## config.mk

```make
export PLATFORM = sky130hd
export DESIGN_NAME = mux_bus_ctrl
export DESIGN_NICKNAME = d
export VERILOG_FILES = /design/src/rtl/mbc_pkg.sv /design/src/rtl/mbc_seq.sv /design/src/rtl/mbc_drv.sv /design/src/rtl/mux_bus_ctrl.sv
export SDC_FILE = /design/constraint.sdc
export NUM_CORES = 1
export LEC_CHECK = 0
export BUFFER_PORTS_ARGS = -buffer_cell sky130_fd_sc_hd__buf_4
export CAP_MARGIN = 15
export CELL_PAD_IN_SITES_DETAIL_PLACEMENT = 2
export CELL_PAD_IN_SITES_GLOBAL_PLACEMENT = 2
export CORE_MARGIN = 4
export CORE_UTILIZATION = 25
export CTS_BUF_LIST = sky130_fd_sc_hd__clkbuf_8
export CTS_CLUSTER_SIZE = 28
export DETAILED_ROUTE_END_ITERATION = 8
export HOLD_SLACK_MARGIN = 0.1
export PLACE_DENSITY = 0.7
export SETUP_SLACK_MARGIN = 0.2
export SYNTH_ARGS = -nofsm -noshare
export SYNTH_HDL_FRONTEND = slang
export SYNTH_HIERARCHICAL = 1
export SYNTH_SLANG_ARGS = --single-unit
```

## constraint.sdc

```tcl
create_clock -name clk -period 2.39 [get_ports clk]
set_input_delay 0 -clock clk [delete_from_list [all_inputs] [get_ports clk]]
set_output_delay 0 -clock clk [all_outputs]
set_load 0.02 [all_outputs]
```

## src/rtl/mbc_pkg.sv

```systemverilog
package mbc_pkg;
  typedef enum logic [2:0] {
    PH_IDLE, PH_ADDR, PH_DATA, PH_EXT, PH_WAIT, PH_LAST, PH_HOLD
  } phase_e;

  localparam logic [2:0] STAT_IDLE = 3'b111;

  function automatic logic [2:0] stat_code(input logic wr, input logic io);
    case ({io, wr})
      2'b10:   stat_code = 3'b001;
      2'b11:   stat_code = 3'b010;
      2'b00:   stat_code = 3'b101;
      default: stat_code = 3'b110;
    endcase
  endfunction
endpackage

```

## src/rtl/mbc_seq.sv

```systemverilog
module mbc_seq
  import mbc_pkg::*;
(
  input  logic   clk,
  input  logic   rst,
  input  logic   req_valid,
  input  logic   hold_req,
  input  logic   bus_ready,
  output phase_e nxt,
  output logic   accept,
  output logic   capture
);
  phase_e cur;

  always_ff @(posedge clk) begin
    if (rst) cur <= PH_IDLE;
    else     cur <= nxt;
  end

  always_comb begin
    nxt    = cur;
    accept = 1'b0;
    case (cur)
      PH_IDLE, PH_LAST: begin
        if (hold_req) nxt = PH_HOLD;
        else if (req_valid) begin
          nxt    = PH_ADDR;
          accept = 1'b1;
        end else nxt = PH_IDLE;
      end
      PH_ADDR:        nxt = PH_DATA;
      PH_DATA:        nxt = PH_EXT;
      PH_EXT, PH_WAIT: nxt = bus_ready ? PH_LAST : PH_WAIT;
      PH_HOLD:        nxt = hold_req ? PH_HOLD : PH_IDLE;
      default:        nxt = PH_IDLE;
    endcase
  end

  assign capture = ((cur == PH_EXT) || (cur == PH_WAIT)) && bus_ready;
endmodule

```

## src/rtl/mbc_drv.sv

```systemverilog
module mbc_drv
  import mbc_pkg::*;
#(
  parameter int AW  = 20,
  parameter int DW  = 16,
  parameter int IOW = 16
) (
  input  logic          clk,
  input  logic          rst,
  input  phase_e        nxt,
  input  logic          wr,
  input  logic          io,
  input  logic          byte_acc,
  input  logic [AW-1:0] addr,
  input  logic [DW-1:0] wdata,
  output logic [AW-1:0] ad_o,
  output logic          ad_oe,
  output logic          addr_latch,
  output logic          rd_n,
  output logic          wr_n,
  output logic [2:0]    cyc_stat,
  output logic          hi_byte_n,
  output logic          xcvr_en_n,
  output logic          dir_tx,
  output logic          ctl_oe,
  output logic          hold_ack,
  output logic          rsp_valid
);
  localparam int DPAD = AW - DW;
  localparam int IPAD = AW - IOW;

  logic [AW-1:0] data_ext;
  logic [AW-1:0] addr_ext;

  generate
    if (DPAD > 0) begin : g_dpad
      assign data_ext = {{DPAD{1'b0}}, wdata};
    end else begin : g_dnopad
      assign data_ext = wdata[AW-1:0];
    end
    if (IPAD > 0) begin : g_ipad
      assign addr_ext = io ? {{IPAD{1'b0}}, addr[IOW-1:0]} : addr;
    end else begin : g_inopad
      assign addr_ext = addr;
    end
  endgenerate

  logic in_cyc, strobe_ph;
  assign in_cyc    = (nxt == PH_ADDR) || (nxt == PH_DATA) || (nxt == PH_EXT) ||
                     (nxt == PH_WAIT) || (nxt == PH_LAST);
  assign strobe_ph = (nxt == PH_DATA) || (nxt == PH_EXT) || (nxt == PH_WAIT);

  always_ff @(posedge clk) begin
    if (rst) begin
      ad_o       <= '0;
      ad_oe      <= 1'b0;
      addr_latch <= 1'b0;
      rd_n       <= 1'b1;
      wr_n       <= 1'b1;
      cyc_stat   <= STAT_IDLE;
      hi_byte_n  <= 1'b1;
      xcvr_en_n  <= 1'b1;
      dir_tx     <= 1'b0;
      ctl_oe     <= 1'b1;
      hold_ack   <= 1'b0;
      rsp_valid  <= 1'b0;
    end else begin
      addr_latch <= (nxt == PH_ADDR);
      rd_n       <= !(strobe_ph && !wr);
      wr_n       <= !(strobe_ph && wr);
      xcvr_en_n  <= !strobe_ph;
      rsp_valid  <= (nxt == PH_LAST);
      hold_ack   <= (nxt == PH_HOLD);
      ctl_oe     <= (nxt != PH_HOLD);
      cyc_stat   <= ((nxt == PH_ADDR) || strobe_ph) ? stat_code(wr, io) : STAT_IDLE;
      hi_byte_n  <= in_cyc ? (byte_acc & ~addr[0]) : 1'b1;
      dir_tx     <= in_cyc ? wr : 1'b0;
      if (nxt == PH_ADDR) begin
        ad_o  <= addr_ext;
        ad_oe <= 1'b1;
      end else if (strobe_ph && wr) begin
        ad_o  <= data_ext;
        ad_oe <= 1'b1;
      end else begin
        ad_o  <= '0;
        ad_oe <= 1'b0;
      end
    end
  end
endmodule

```

## src/rtl/mux_bus_ctrl.sv

```systemverilog
module mux_bus_ctrl
  import mbc_pkg::*;
#(
  parameter int AW  = 20,
  parameter int DW  = 16,
  parameter int IOW = 16
) (
  input  logic          clk,
  input  logic          rst,
  input  logic          req_valid,
  input  logic          req_write,
  input  logic          req_io,
  input  logic          req_byte,
  input  logic [AW-1:0] req_addr,
  input  logic [DW-1:0] req_wdata,
  output logic          req_ready,
  output logic          rsp_valid,
  output logic [DW-1:0] rsp_rdata,
  output logic [AW-1:0] ad_o,
  output logic          ad_oe,
  input  logic [DW-1:0] ad_i,
  output logic          addr_latch,
  output logic          rd_n,
  output logic          wr_n,
  output logic [2:0]    cyc_stat,
  output logic          hi_byte_n,
  output logic          xcvr_en_n,
  output logic          dir_tx,
  output logic          ctl_oe,
  input  logic          bus_ready,
  input  logic          hold_req,
  output logic          hold_ack
);
  phase_e        nxt;
  logic          accept, capture;
  logic          lat_wr, lat_io, lat_byte;
  logic [AW-1:0] lat_addr;
  logic [DW-1:0] lat_wdata;
  logic          cur_wr, cur_io, cur_byte;
  logic [AW-1:0] cur_addr;
  logic [DW-1:0] cur_wdata;

  mbc_seq u_seq (
    .clk(clk), .rst(rst), .req_valid(req_valid), .hold_req(hold_req),
    .bus_ready(bus_ready), .nxt(nxt), .accept(accept), .capture(capture)
  );

  always_ff @(posedge clk) begin
    if (rst) begin
      lat_wr <= 1'b0; lat_io <= 1'b0; lat_byte <= 1'b0;
      lat_addr <= '0; lat_wdata <= '0; rsp_rdata <= '0;
    end else begin
      if (accept) begin
        lat_wr <= req_write; lat_io <= req_io; lat_byte <= req_byte;
        lat_addr <= req_addr; lat_wdata <= req_wdata;
      end
      if (capture && !lat_wr) rsp_rdata <= ad_i;
    end
  end

  assign cur_wr    = accept ? req_write : lat_wr;
  assign cur_io    = accept ? req_io    : lat_io;
  assign cur_byte  = accept ? req_byte  : lat_byte;
  assign cur_addr  = accept ? req_addr  : lat_addr;
  assign cur_wdata = accept ? req_wdata : lat_wdata;
  assign req_ready = accept;

  mbc_drv #(.AW(AW), .DW(DW), .IOW(IOW)) u_drv (
    .clk(clk), .rst(rst), .nxt(nxt), .wr(cur_wr), .io(cur_io),
    .byte_acc(cur_byte), .addr(cur_addr), .wdata(cur_wdata),
    .ad_o(ad_o), .ad_oe(ad_oe), .addr_latch(addr_latch), .rd_n(rd_n),
    .wr_n(wr_n), .cyc_stat(cyc_stat), .hi_byte_n(hi_byte_n),
    .xcvr_en_n(xcvr_en_n), .dir_tx(dir_tx), .ctl_oe(ctl_oe),
    .hold_ack(hold_ack), .rsp_valid(rsp_valid)
  );
endmodule

```

==> out/results.env, run 1 <==
STATUS='finished, final reports clean'
POWER.DENSITY_CELL_AREA_nW_PER_UM2=672
DRT-WIRELENGTH-PER-CELL_UM=17.3
GRT_SETUP_UNREPAIRED='false'
ANTENNA_LEFT=0
MAX-CAP-VIOLATIONS=0
SLEW-LIMIT-HEADROOM=0.602
NUMBER_OF_SINKS_ON_THE_CLOCK_NET=91
GRT_ANTENNA_BEFORE_REPAIR=0
POSTLAYOUTSETUPSLACKWORST_PS=349
GRT_PASS1_VIAS=3228
INITIAL_CORE_UTIL=0.256
CTS_SETUP_BUFFERS=0
AVG_SYNTHESIZED_CELL_AREA_UM2=11.6
SYNTH_ENABLE_FLOP_CELLS=0
POST_SYNTH_MOST_FREQUENT_CELLS='sky130_fd_sc_hd__dfxtp_1, sky130_fd_sc_hd__nor2b_1, sky130_fd_sc_hd__mux2_2'
CTS_INSERTED_BUFFERS=9
NETLIST-CELL-TYPE-COUNT=42
WORST_EP_ARRIVAL_TIME_PS=2300
HOLD_VIOLATIONS=0
SYNTH_SEQ_AREA_SHARE=0.510
CP-START-KIND='input port'
DRT_ITER0_MARKERS=74
GPL.FINAL_WEIGHTED_CONGESTION=0.717
SYNTH_LARGEST_TYPE_AREA_FRACTION=0.510
POST-PLACE-WS_PS=147
IR_WORST_VDD_uV=223
YS_TOP_CELLS_BY_AREA='sky130_fd_sc_hd__dfxtp_1, sky130_fd_sc_hd__mux2_2, sky130_fd_sc_hd__nor2b_1'
GR-TOTAL-OVERFLOW=0
INSERTEDDIODECOUNT=0
TIGHTEST_SLEW_PS=596
ROW_COUNT=43
DESIGN.CORE.AREA_UM2=13900
HPWLAFTERDP_MM=7.14
DRT-TOTAL-WL_MM=11.4
SYNTH_CELL_AREA_UM2=3570
TRITONCTS='done'
CRITICAL_PATH_REQUIRED_PS=2650
GROUTE.USAGE.OVERALL=0.141
SYNTH_SEQ_CELLS=91
CLK_PATH_BUF_DEPTH=2
FMAX_MHz=490
INITIAL_DRT_PASS_ITERATIONS=4
DRC=0
SLEW_VIOL_FINAL=0
FINAL.PERIOD_UTILIZATION=0.854
NNETSFINAL=533
CLOCK_TRANSITION_AT_THE_REGISTERS_OF_THE_REPORTED_PATHS_PS=90
H-TREE-DEPTH=3
SYNTH.LARGEST_AREA_CELL='sky130_fd_sc_hd__dfxtp_1'
FINALSETUPVIOLATIONS=0
CLOCKROOTBUFFER='sky130_fd_sc_hd__clkbuf_8'
GLOBAL_ROUTE_WIRE_LENGTH_BEFORE_REPAIR_MM=17.7
P_LEAK_nW=2.27
BOUNDARYPINS=110
WORST_PATH_LARGEST_CELL_DELAY_PS=540
CRITPATHKIND='input port to flop'
DIEAREA_UM2=16300
SYNTHESIS_WARNINGS=6
CRITICAL_PATH.MAX_FANOUT=30
SETUP-TNS-FINAL_PS=0
DIE_HEIGHT_UM=128
SYN-NUM-NETS=369
FINAL_LAYOUT_SIZE_SUFFIX_GT1_FRAC=0.385
DR_TOTAL_VIAS=2890
CRIT_PATH_END_KIND='flop'
NETLIST_INSTANCES=309
CP_SLOWEST_CELL='sky130_fd_sc_hd__dlygate4sd3_1'
SYNTHARSTFLOPSHARE=0
FLOORPLAN.DIE.WIDTH_UM=128
GROWTH_OF_DESIGN_AREA_FROM_SYNTHESIS_TO_FINISH_PCT=49.2
PATH_CELLS='dlygate4sd3_1, buf_4, nand2b_1, nor3_4, buf_4, mux2_2, a22o_1'
PIN_COUNT_OF_THE_BIGGEST_NET_ENTERING_GLOBAL_ROUTING=47
CRITICAL-PATH-TOP-CELL-BY-COUNT='sky130_fd_sc_hd__buf_4'
MIN-DELAY-PATH-CLASS='input port to flop'
CELL_WITH_THE_MOST_INSTANCES_AFTER_SYNTHESIS='sky130_fd_sc_hd__dfxtp_1'
INSERTION_DELAY_PS=370
NUMPORTBUFFERS=109
VIAS_PER_CELL=4.39
FINAL.MIN_CLOCK_PERIOD_PS=2040
PREDOMINANT_POST_SYNTHESIS_FLOP_CELL='sky130_fd_sc_hd__dfxtp_1'
FINALCLOCKSKEW_PS=13.5
-- sequential cells by signal, summed over array words and instances (netlist names) --
signal            cells
lat_byte              1
u_drv/ad_oe           1
u_drv/ad_o           20
rsp_rdata            16
u_drv/dir_tx          1
u_drv/hi_byte_n       1
lat_addr             20
lat_wr                1
u_drv/ctl_oe          1
u_drv/rsp_valid       1
u_drv/xcvr_en_n       1
u_drv/addr_latch      1
u_drv/rd_n            1
u_drv/hold_ack        1
u_seq/cur             3
lat_wdata            16
lat_io                1
u_drv/wr_n            1
u_drv/cyc_stat        3
-- cells in the final DEF (no fill, tap or decap), types with 2 or more instances in the layout --
cell | synthesis | final
sky130_fd_sc_hd__o21a_1 | 2 | 2
sky130_fd_sc_hd__nand2_1 | 6 | 5
sky130_fd_sc_hd__dfxtp_2 | 0 | 3
sky130_fd_sc_hd__and2_1 | 5 | 5
sky130_fd_sc_hd__nand4bb_1 | 12 | 12
sky130_fd_sc_hd__dlygate4sd3_1 | 0 | 58
sky130_fd_sc_hd__or4bb_1 | 4 | 4
sky130_fd_sc_hd__nand2b_1 | 19 | 19
sky130_fd_sc_hd__mux2_2 | 29 | 28
sky130_fd_sc_hd__nor2b_1 | 36 | 36
sky130_fd_sc_hd__and2b_1 | 9 | 8
sky130_fd_sc_hd__inv_1 | 2 | 4
sky130_fd_sc_hd__a22o_1 | 16 | 16
sky130_fd_sc_hd__nor2_1 | 4 | 4
sky130_fd_sc_hd__clkinvlp_4 | 0 | 3
sky130_fd_sc_hd__clkbuf_8 | 0 | 9
sky130_fd_sc_hd__dfxtp_1 | 91 | 88
sky130_fd_sc_hd__or2_1 | 2 | 2
sky130_fd_sc_hd__mux2_4 | 10 | 11
sky130_fd_sc_hd__o21ai_0 | 17 | 16
sky130_fd_sc_hd__buf_4 | 3 | 115
sky130_fd_sc_hd__nor4bb_1 | 2 | 2
sky130_fd_sc_hd__a21oi_1 | 3 | 3
-- stage by stage --
stage	power (mW)	cells	hold WS (ps)	cell area, µm²	utilization
floorplan	2.21	309	62.4	3590	-
global placement	2.43	584	253	4550	0.326
detailed placement	2.46	584	270	4550	0.326
CTS	3.62	658	147	5320	0.382
global route	3.78	658	172	5330	0.383
finish	3.58	658	173	5330	0.383
-- report_power, final --
group          switching (mW)  internal (mW)
clock                   0.588          0.480
combinational           0.393          0.434
sequential             0.0601           1.63
-- cells by family after synthesis --
group,count (synthesis),synth area share
muxes,39,0.133
buffers and inverters,24,0.0452
and+or+nand+nor,108,0.220
AOI/OAI and AO/OA,46,0.0896
DFF,91,0.510
xor gates and xnor gates,1,0.00245
-- worst max-delay path, delay by kind of cell --
| kind | cells | cell delay (ps) |
|---|---|---|
| buffers and inverters | 3 | 1140 |
| and+or+nand+nor | 2 | 500 |
| AOI/OAI and AO/OA | 1 | 220 |
| muxes | 1 | 430 |
-- metal layers --
layer | part of all wire | global-route usage | wire length [µm] | vias to the layer above
met1 | 0.42 | 0.162 | 4810 | 1413
met3 | 0.034 | 0.0242 | 390 | 16
met4 | 0.021 | 0.0618 | 241 | 0
met2 | 0.52 | 0.254 | 5950 | 72
met5 | 0 | 0 | 0 | -
li1 | - | - | - | 1389
-- layout make-up --
cell class	count	area, µm²
Fill cell	1450	8600
Sequential cell	91	1830
Multi-Input combinational cell	194	1610
Timing Repair Buffer	174	1460
Tap cell	180	225
Clock buffer	9	124
Clock inverter	7	68.8
Inverter	3	11.3
-- worst paths after layout --
path                              start                    endpoint  slack [ps]  cells past startpoint
min reg2reg  rsp_rdata[14]$_SDFFE_PP0P_  rsp_rdata[14]$_SDFFE_PP0P_         480                      2
max reg2reg     u_seq/cur[2]$_SDFF_PP0_   u_drv/ad_o[18]$_SDFF_PP0_         390                      6
max                            hold_req   u_drv/ad_o[12]$_SDFF_PP0_         350                      7
min                           req_valid     u_seq/cur[0]$_SDFF_PP0_         170                      4
-- repair_timing --
item                       CTS  global route
setup endpoints to repair    4            40
hold endpoints to repair    82             0
resized for setup            1             6
hold buffers                58             0
gates cloned                 0             0
Power figures use the tool's default switching activity.
==> run 2, diff against run 1 <==
--- a/config.mk
+++ b/config.mk
@@ -5,6 +5,7 @@
 export SDC_FILE = /design/constraint.sdc
 export NUM_CORES = 1
 export LEC_CHECK = 0
+export ABC_AREA = 1
 export BUFFER_PORTS_ARGS = -buffer_cell sky130_fd_sc_hd__buf_4
 export CAP_MARGIN = 15
 export CELL_PAD_IN_SITES_DETAIL_PLACEMENT = 2
@@ -15,7 +16,7 @@
 export CTS_CLUSTER_SIZE = 28
 export DETAILED_ROUTE_END_ITERATION = 8
 export HOLD_SLACK_MARGIN = 0.1
-export PLACE_DENSITY = 0.7
+export PLACE_DENSITY = 0.78
 export SETUP_SLACK_MARGIN = 0.2
 export SYNTH_ARGS = -nofsm -noshare
 export SYNTH_HDL_FRONTEND = slang
==> out/results.env, run 2 <==
STATUS='finished, final reports clean'
CLOCK_TRANSITION_AT_THE_REGISTERS_OF_THE_REPORTED_PATHS_PS=90  # about the same
GRT_PASS1_VIAS=4263  # +32%
PATH_CELLS='inv_1, nand2_1, nand2_1, nand3_2, clkinv_1, inv_6, buf_12, nand2_1, nand2_1, inv_1, a21oi_1, nand3_1, nand2_1'
PREDOMINANT_POST_SYNTHESIS_FLOP_CELL='sky130_fd_sc_hd__dfxtp_1'
NUMPORTBUFFERS=109  # unchanged
CTS_INSERTED_BUFFERS=9  # unchanged
FINALCLOCKSKEW_PS=10.2  # -3.25 ps
CELL_WITH_THE_MOST_INSTANCES_AFTER_SYNTHESIS='sky130_fd_sc_hd__nand2_1'
PIN_COUNT_OF_THE_BIGGEST_NET_ENTERING_GLOBAL_ROUTING=44  # -6.4%
DESIGN.CORE.AREA_UM2=14500  # +4.3%
TIGHTEST_SLEW_PS=559  # -36.7 ps
CLOCK_POWER_SHARE=0.196  # -0.102
DIE_HEIGHT_UM=130  # +1.8%
SYNTH_LARGEST_TYPE_AREA_FRACTION=0.491  # -0.0189
MIN_TO='u_drv/ctl_oe$_SDFF_PP1_'
CP-START-KIND='flop'
CTS_SETUP_BUFFERS=0  # unchanged
CRITICAL_PATH_REQUIRED_PS=2700  # +50 ps
POST_SYNTH_MOST_FREQUENT_CELLS='sky130_fd_sc_hd__nand2_1, sky130_fd_sc_hd__dfxtp_1, sky130_fd_sc_hd__inv_1'
INITIAL_DRT_PASS_ITERATIONS=4  # unchanged
FLOORPLAN.DIE.WIDTH_UM=130  # +1.8%
WORST_R2R_ENDPOINT='u_drv/ad_o[10]$_SDFF_PP0_'
CRITICAL_PATH.MAX_FANOUT=22  # -27%
SYNTH_ENABLE_FLOP_CELLS=0  # unchanged
TRITONCTS='done'
POWER.SWITCHING_mW=2.18  # +110%
ANTENNA_LEFT=0  # unchanged
WORST_EP_ARRIVAL_TIME_PS=2280  # -20 ps
IR_WORST_VDD_uV=275  # +23%
CLOCKROOTBUFFER='sky130_fd_sc_hd__clkbuf_8'
SYNTH.LARGEST_AREA_CELL='sky130_fd_sc_hd__dfxtp_1'
DR_TOTAL_VIAS=3884  # +34%
POWER.COMBINATIONAL.FRACTION=0.435  # +0.204
SYN-NUM-NETS=569  # +54%
H-TREE-DEPTH=3  # unchanged
FMAX_MHz=509  # +3.9%
CRITICAL_PATH.TOP_DELAY_FAMILY='buffers and inverters'
MIN-DELAY-PATH-CLASS='input port to flop'
GRT_ANTENNA_BEFORE_REPAIR=0  # unchanged
DRT-TOTAL-WL_MM=13.6  # +20%
MIN_PATH_CELLS=5  # +1
SYNTHARSTFLOPSHARE=0  # unchanged
SEQPWRFRAC=0.368  # -0.103
INITIAL_CORE_UTIL=0.255  # -0.00111
POWER.DENSITY_CELL_AREA_nW_PER_UM2=970  # +44%
DRT_ITER0_MARKERS=159  # +110%
SYNTH_SEQ_CELLS=91  # unchanged
MAX-CAP-VIOLATIONS=0  # unchanged
NUMBER_OF_SINKS_ON_THE_CLOCK_NET=91  # unchanged
SLEW-LIMIT-HEADROOM=0.627  # +0.0250
GROUTE.USAGE.OVERALL=0.165  # +0.0245
SYNTHESIS_WARNINGS=6  # unchanged
HOLD_VIOLATIONS=0  # unchanged
SLEW_VIOL_FINAL=0  # unchanged
NETSWITCHINGFRACTION=0.413  # +0.122
LAYOUT.CELLS.MOST_COMMON_LIST='sky130_fd_sc_hd__nand2_1, sky130_fd_sc_hd__buf_4, sky130_fd_sc_hd__dfxtp_1'
FINAL_LAYOUT_SIZE_SUFFIX_GT1_FRAC=0.239  # -0.146
TIMING.REG2REG.WORST_PATH_DEPTH=13  # +7
NETLIST_INSTANCES=509  # +65%
SYNTH_SEQ_AREA_SHARE=0.491  # -0.0189
P_LEAK_nW=2.66  # +17%
REGS_BY_FF_COUNT='lat_addr (20), u_drv/ad_o (20)'
MIN-DELAY-START='bus_ready'
NNETSFINAL=730  # +37%
CRIT-REG2REG-LAUNCH='u_seq/cur[1]$_SDFF_PP0_'
GR-TOTAL-OVERFLOW=0  # unchanged
CLK_PATH_BUF_DEPTH=2  # unchanged
INSERTEDDIODECOUNT=0  # unchanged
CRITICAL-PATH-TOP-CELL-BY-COUNT='sky130_fd_sc_hd__nand2_1'
FINAL.PERIOD_UTILIZATION=0.822  # -0.0318
BOUNDARYPINS=110  # unchanged
GRT_SETUP_UNREPAIRED='false'
LAYOUT.CELLS.NON_FILLER=857  # +30%
DRT-WIRELENGTH-PER-CELL_UM=15.9  # -8.2%
GROWTH_OF_DESIGN_AREA_FROM_SYNTHESIS_TO_FINISH_PCT=46.9
YS_TOP_CELLS_BY_AREA='sky130_fd_sc_hd__dfxtp_1, sky130_fd_sc_hd__nand2_1, sky130_fd_sc_hd__a21oi_1'
CRITICAL_PATH_BUF_INV_COUNT=5  # +2
NETLIST-CELL-TYPE-COUNT=23  # -45%
CRIT_PATH_END_KIND='flop'
REG2REG_SETUP_SLACK_PS=420  # +30 ps
SETUP-TNS-FINAL_PS=0  # unchanged
CRITPATHKIND='flop to flop'
DRC=0  # unchanged
HPWLAFTERDP_MM=9.17  # +28%
GLOBAL_ROUTE_WIRE_LENGTH_BEFORE_REPAIR_MM=21.9  # +24%
INSERTION_DELAY_PS=370  # about the same
FINAL.MIN_CLOCK_PERIOD_PS=1970  # -76.0 ps
DIEAREA_UM2=16900  # +3.6%
MOST_COMMON_CELL_AFTER_LAYOUT_FILL_AND_TAPS_ASIDE='sky130_fd_sc_hd__nand2_1'
VIAS_PER_CELL=4.53  # +3.2%
WORST_PATH_LARGEST_CELL_DELAY_PS=440  # -100 ps
AVG_SYNTHESIZED_CELL_AREA_UM2=7.29  # -37%
CP_SLOWEST_CELL='sky130_fd_sc_hd__dfxtp_1'
SYNTH_CELL_AREA_UM2=3710  # +3.9%
CELLINTERNALPOWER_mW=3.10  # +22%
PLACE_INST=785  # +34%
FINALSETUPVIOLATIONS=0  # unchanged
GPL.FINAL_WEIGHTED_CONGESTION=0.807  # +13%
ROW_COUNT=44  # +2.3%
## run 2: layout make-up
cell class                      instances  area (µm²)
Multi-Input combinational cell        335        1500
Fill cell                            1690        9080
Tap cell                              184         230
Clock buffer                           10         138
Sequential cell                        91        1820
Clock inverter                          4        43.8
Timing Repair Buffer                  176        1500
Inverter                               57         219
## run 2: worst register-to-register path, stage by stage (launching register included)
cell,delay [ps]
sky130_fd_sc_hd__dfxtp_1,440
sky130_fd_sc_hd__inv_1,90
sky130_fd_sc_hd__nand2_1,100
sky130_fd_sc_hd__nand2_1,90
sky130_fd_sc_hd__nand3_2,110
sky130_fd_sc_hd__clkinv_1,180
sky130_fd_sc_hd__inv_6,210
sky130_fd_sc_hd__buf_12,200
sky130_fd_sc_hd__nand2_1,90
sky130_fd_sc_hd__nand2_1,80
sky130_fd_sc_hd__inv_1,40
sky130_fd_sc_hd__a21oi_1,120
sky130_fd_sc_hd__nand3_1,90
sky130_fd_sc_hd__nand2_1,80
## run 2: worst max-delay path by stage
stage	start	to	slack, ps	depth (start not counted)
final	u_seq/cur[1]$_SDFF_PP0_	u_drv/ad_o[10]$_SDFF_PP0_	420	13
after CTS	u_seq/cur[1]$_SDFF_PP0_	u_drv/ad_o[10]$_SDFF_PP0_	290	13
after detailed placement	u_seq/cur[1]$_SDFF_PP0_	u_drv/ad_o[10]$_SDFF_PP0_	300	13
after floorplan	u_seq/cur[1]$_SDFF_PP0_	u_drv/ad_o[0]$_SDFF_PP0_	670	13
after global routing	u_seq/cur[1]$_SDFF_PP0_	u_drv/ad_o[17]$_SDFF_PP0_	200	11
after global placement	u_seq/cur[1]$_SDFF_PP0_	u_drv/ad_o[9]$_SDFF_PP0_	440	13
## run 2: power groups by stage
stage | combinational (mW) | clock (mW) | sequential, mW
floorplan | 1.26 | 0 | 2.14
global placement | 2.10 | 0 | 1.96
detailed placement | 2.21 | 0 | 1.98
CTS | 2.30 | 1.09 | 1.94
global route | 2.55 | 1.15 | 1.98
finish | 2.30 | 1.04 | 1.95
## run 2: logic make-up (layout without fill, tap and decap cells)
kind of cell	count (synthesis)	in the layout	synth area share
flip-flops	91	91	0.491
AO/OA/AOI/OAI	68	68	0.104
buffers and inverters	83	247	0.105
AND/OR/NAND/NOR	267	267	0.300
## run 2: timing repair
| item | in CTS | in global routing |
|---|---|---|
| resized for setup | 0 | 5 |
| hold buffers | 58 | 0 |
| endpoints found under the setup margin | 0 | 26 |
| hold endpoints to repair | 80 | 0 |
## run 2: per-layer routing
metal,vias up,global-route usage,routed length (µm)
met3,16,0.0327,633
met5,-,0,0
met4,0,0.0440,169
li1,1886,-,-
met2,86,0.305,6980
met1,1896,0.195,5840
## run 2: stage by stage
step           hold WS, ps  setup slack, ps   util  total power, mW  area (µm²)
5_1_grt                219              203  0.375             5.69        5450
3_5_place_dp           217              302  0.322             4.19        4680
6_report               171              425  0.375             5.29        5450
4_1_cts                160              294  0.374             5.33        5440
3_3_place_gp           219              444  0.322             4.06        4680
2_1_floorplan         69.1              670      -             3.40        3710
==> run 3, diff against run 2 <==
--- a/config.mk
+++ b/config.mk
@@ -16,7 +16,7 @@
 export CTS_CLUSTER_SIZE = 28
 export DETAILED_ROUTE_END_ITERATION = 8
 export HOLD_SLACK_MARGIN = 0.1
-export PLACE_DENSITY = 0.78
+export PLACE_DENSITY = 0.81
 export SETUP_SLACK_MARGIN = 0.2
 export SYNTH_ARGS = -nofsm -noshare
 export SYNTH_HDL_FRONTEND = slang
==> constraint.sdc (replaced) <==
create_clock -name clk -period 1.8 [get_ports clk]
set_input_delay 0 -clock clk [delete_from_list [all_inputs] [get_ports clk]]
set_output_delay 0 -clock clk [all_outputs]
set_load 0.02 [all_outputs]
==> out/results.env, run 3 (synthesis gave the netlist of run 2 again) <==
PIN_COUNT_OF_THE_BIGGEST_NET_ENTERING_GLOBAL_ROUTING=37  # -16%
NUMBER_OF_SINKS_ON_THE_CLOCK_NET=91  # unchanged
DRC=0  # unchanged
STATUS='finished, violations left'
FMAX_MHz=551  # +8.2%
TIMING.REG2REG.WORST_PATH_DEPTH=11  # -2
HPWLAFTERDP_MM=9.07  # -1.1%
ROW_COUNT=44  # unchanged
MIN-DELAY-PATH-CLASS='input port to flop'
CLOCKROOTBUFFER='sky130_fd_sc_hd__clkbuf_8'
TRITONCTS='done'
NNETSFINAL=764  # +4.7%
GR-TOTAL-OVERFLOW=0  # unchanged
FINAL.MIN_CLOCK_PERIOD_PS=1820  # -149 ps
DR_TOTAL_VIAS=4164  # +7.2%
CP-START-KIND='flop'
MIN-DELAY-START='req_valid'
GROWTH_OF_DESIGN_AREA_FROM_SYNTHESIS_TO_FINISH_PCT=72.7
VIAS_PER_CELL=4.66  # +2.9%
P_LEAK_nW=2.99  # +12%
VIOLATIONS='negative setup slack'
DRT-TOTAL-WL_MM=18.0  # +32%
CRIT_PATH_END_KIND='flop'
POST-PLACE-WS_PS=-73.5  # -376 ps
MOST_COMMON_CELL_AFTER_LAYOUT_FILL_AND_TAPS_ASIDE='sky130_fd_sc_hd__nand2_1'
DRT-WIRELENGTH-PER-CELL_UM=20.2  # +27%
WORST_EP_ARRIVAL_TIME_PS=2150  # -130 ps
REG2REG_SETUP_SLACK_PS=-20  # -440 ps
CRITICAL_PATH_REQUIRED_PS=2140  # -560 ps
HOLD_VIOLATIONS=0  # unchanged
CLOCK_TRANSITION_AT_THE_REGISTERS_OF_THE_REPORTED_PATHS_PS=100  # about the same
FINAL.PERIOD_UTILIZATION=1.01  # +0.187
BOUNDARYPINS=110  # unchanged
CRITICAL_PATH.MAX_FANOUT=7  # -68%
SLEW-LIMIT-HEADROOM=0.648  # +0.0203
LAYOUT.CELLS.MOST_COMMON_LIST='sky130_fd_sc_hd__nand2_1, sky130_fd_sc_hd__buf_4, sky130_fd_sc_hd__dfxtp_1'
FINAL_DESIGN_AREA_NO_FILL_UM2=6410  # +18%
REGS_BY_FF_COUNT='lat_addr (20), u_drv/ad_o (20)'
FINALSETUPVIOLATIONS=2  # +2
INITIAL_CORE_UTIL=0.255  # unchanged
REPORT.POWER.TOTAL_mW=9.44  # +79%
CRITICAL_PATH.ENDPOINT='u_drv/ad_o[15]$_SDFF_PP0_'
FINAL_LAYOUT_SIZE_SUFFIX_GT1_FRAC=0.389  # +0.150
WORST_R2R_ENDPOINT='u_drv/ad_o[15]$_SDFF_PP0_'
TIGHTEST_SLEW_PS=528  # -31.0 ps
FINALCLOCKSKEW_PS=16.2  # +5.99 ps
DRT_ITER0_MARKERS=148  # -6.9%
DESIGN.CORE.AREA_UM2=14500  # unchanged
ANTENNA_LEFT=0  # unchanged
CRIT-REG2REG-LAUNCH='u_seq/cur[0]$_SDFF_PP0_'
FLOORPLAN.DIE.WIDTH_UM=130  # unchanged
CTS_INSERTED_BUFFERS=9  # unchanged
INSERTION_DELAY_PS=390  # +20 ps
INITIAL_DRT_PASS_ITERATIONS=4  # unchanged
GRT_ANTENNA_BEFORE_REPAIR=0  # unchanged
GPL.FINAL_WEIGHTED_CONGESTION=0.805  # -0.26%
SETUP.WORST_PATH.START='u_seq/cur[0]$_SDFF_PP0_'
CRITPATHKIND='flop to flop'
INSERTEDDIODECOUNT=0  # unchanged
GROUTE.USAGE.OVERALL=0.178  # +0.0123
CLK_PATH_BUF_DEPTH=2  # unchanged
DIE_HEIGHT_UM=130  # unchanged
MAX-CAP-VIOLATIONS=0  # unchanged
DPL_CELL_AREA_UM2=4730  # +1.0%
GRT_PASS1_VIAS=4557  # +6.9%
GRT_SETUP_UNREPAIRED='true'
H-TREE-DEPTH=3  # unchanged
POSTLAYOUTSETUPSLACKWORST_PS=-15.7  # -441 ps
IR_WORST_VDD_uV=448  # +63%
SLEW_VIOL_FINAL=0  # unchanged
POWER.DENSITY_CELL_AREA_nW_PER_UM2=1470  # +52%
DIEAREA_UM2=16900  # unchanged
GLOBAL_ROUTE_WIRE_LENGTH_BEFORE_REPAIR_MM=23.3  # +6.4%
NUMPORTBUFFERS=109  # unchanged
-- run 3: cell count changes in the layout (fill, tap and decap cells not counted), moves of 14 or more --
cell / before / now
sky130_fd_sc_hd__a21oi_2: 10 / 25
sky130_fd_sc_hd__buf_4: 114 / 128
sky130_fd_sc_hd__a21oi_1: 48 / 33
sky130_fd_sc_hd__nand3_2: 3 / 17
sky130_fd_sc_hd__nand3_1: 37 / 16
sky130_fd_sc_hd__nand2_1: 167 / 151
-- run 3: final cells by class --
class | count | area (µm²)
sequential | 91 | 1830
clock buffer | 9 | 124
fill | 1611 | 8130
tap | 184 | 230
timing repair buffer | 210 | 2030
clock inverter | 7 | 62.6
multi-input combinational | 335 | 1890
inverter | 57 | 241
-- run 3: worst min path at each step --
| stage | cells after the start | to |
|---|---|---|
| floorplan | 1 | u_seq/cur[1]$_SDFF_PP0_ |
| global placement | 3 | lat_addr[16]$_SDFF_PP0_ |
| detailed placement | 3 | lat_addr[15]$_SDFF_PP0_ |
| CTS | 5 | u_seq/cur[0]$_SDFF_PP0_ |
| global route | 7 | u_seq/cur[0]$_SDFF_PP0_ |
| finish | 7 | u_seq/cur[0]$_SDFF_PP0_ |
-- run 3: through the flow --
step	hold slack [ps]	instances	setup TNS, ps	util
after floorplan	61.7	509	0	-
after global placement	282	786	0	0.325
after detailed placement	285	786	-1090	0.325
after CTS	133	874	0	0.396
after global routing	269	893	-350	0.441
final	242	893	-20.1	0.441
-- run 3: repair_timing --
item,CTS,global route
endpoints found under the hold margin,83,1
hold buffers,57,1
gates cloned,3,7
setup endpoints to repair,31,62
pin swaps,8,28
buffers inserted,12,11
gates resized for setup,30,96
-- run 3: power by group --
part | total (mW) | switching (mW) | internal (mW) | leakage [nW]
combinational | 5.36 | 3.09 | 2.27 | 2.14
clock | 1.42 | 0.789 | 0.629 | 0.103
sequential | 2.66 | 0.257 | 2.41 | 0.743
-- run 3: routing by layer --
layer | routed length (µm) | GRT usage | vias to the layer above
met2 | 9350 | 0.320 | 131
met5 | 0 | 0 | -
met3 | 786 | 0.0389 | 51
met4 | 772 | 0.0636 | 0
li1 | - | - | 1968
met1 | 7130 | 0.207 | 2014
-- run 3: worst max-delay path: stages (launching register included) --
cell	delay, ps
sky130_fd_sc_hd__dfxtp_4	400
sky130_fd_sc_hd__o21ai_4	220
sky130_fd_sc_hd__nand3_4	150
sky130_fd_sc_hd__inv_8	130
sky130_fd_sc_hd__buf_12	140
sky130_fd_sc_hd__buf_12	120
sky130_fd_sc_hd__nand2_1	80
sky130_fd_sc_hd__nand2_1	90
sky130_fd_sc_hd__inv_1	70
sky130_fd_sc_hd__a21oi_2	180
sky130_fd_sc_hd__nand3_2	110
sky130_fd_sc_hd__nand2_1	90
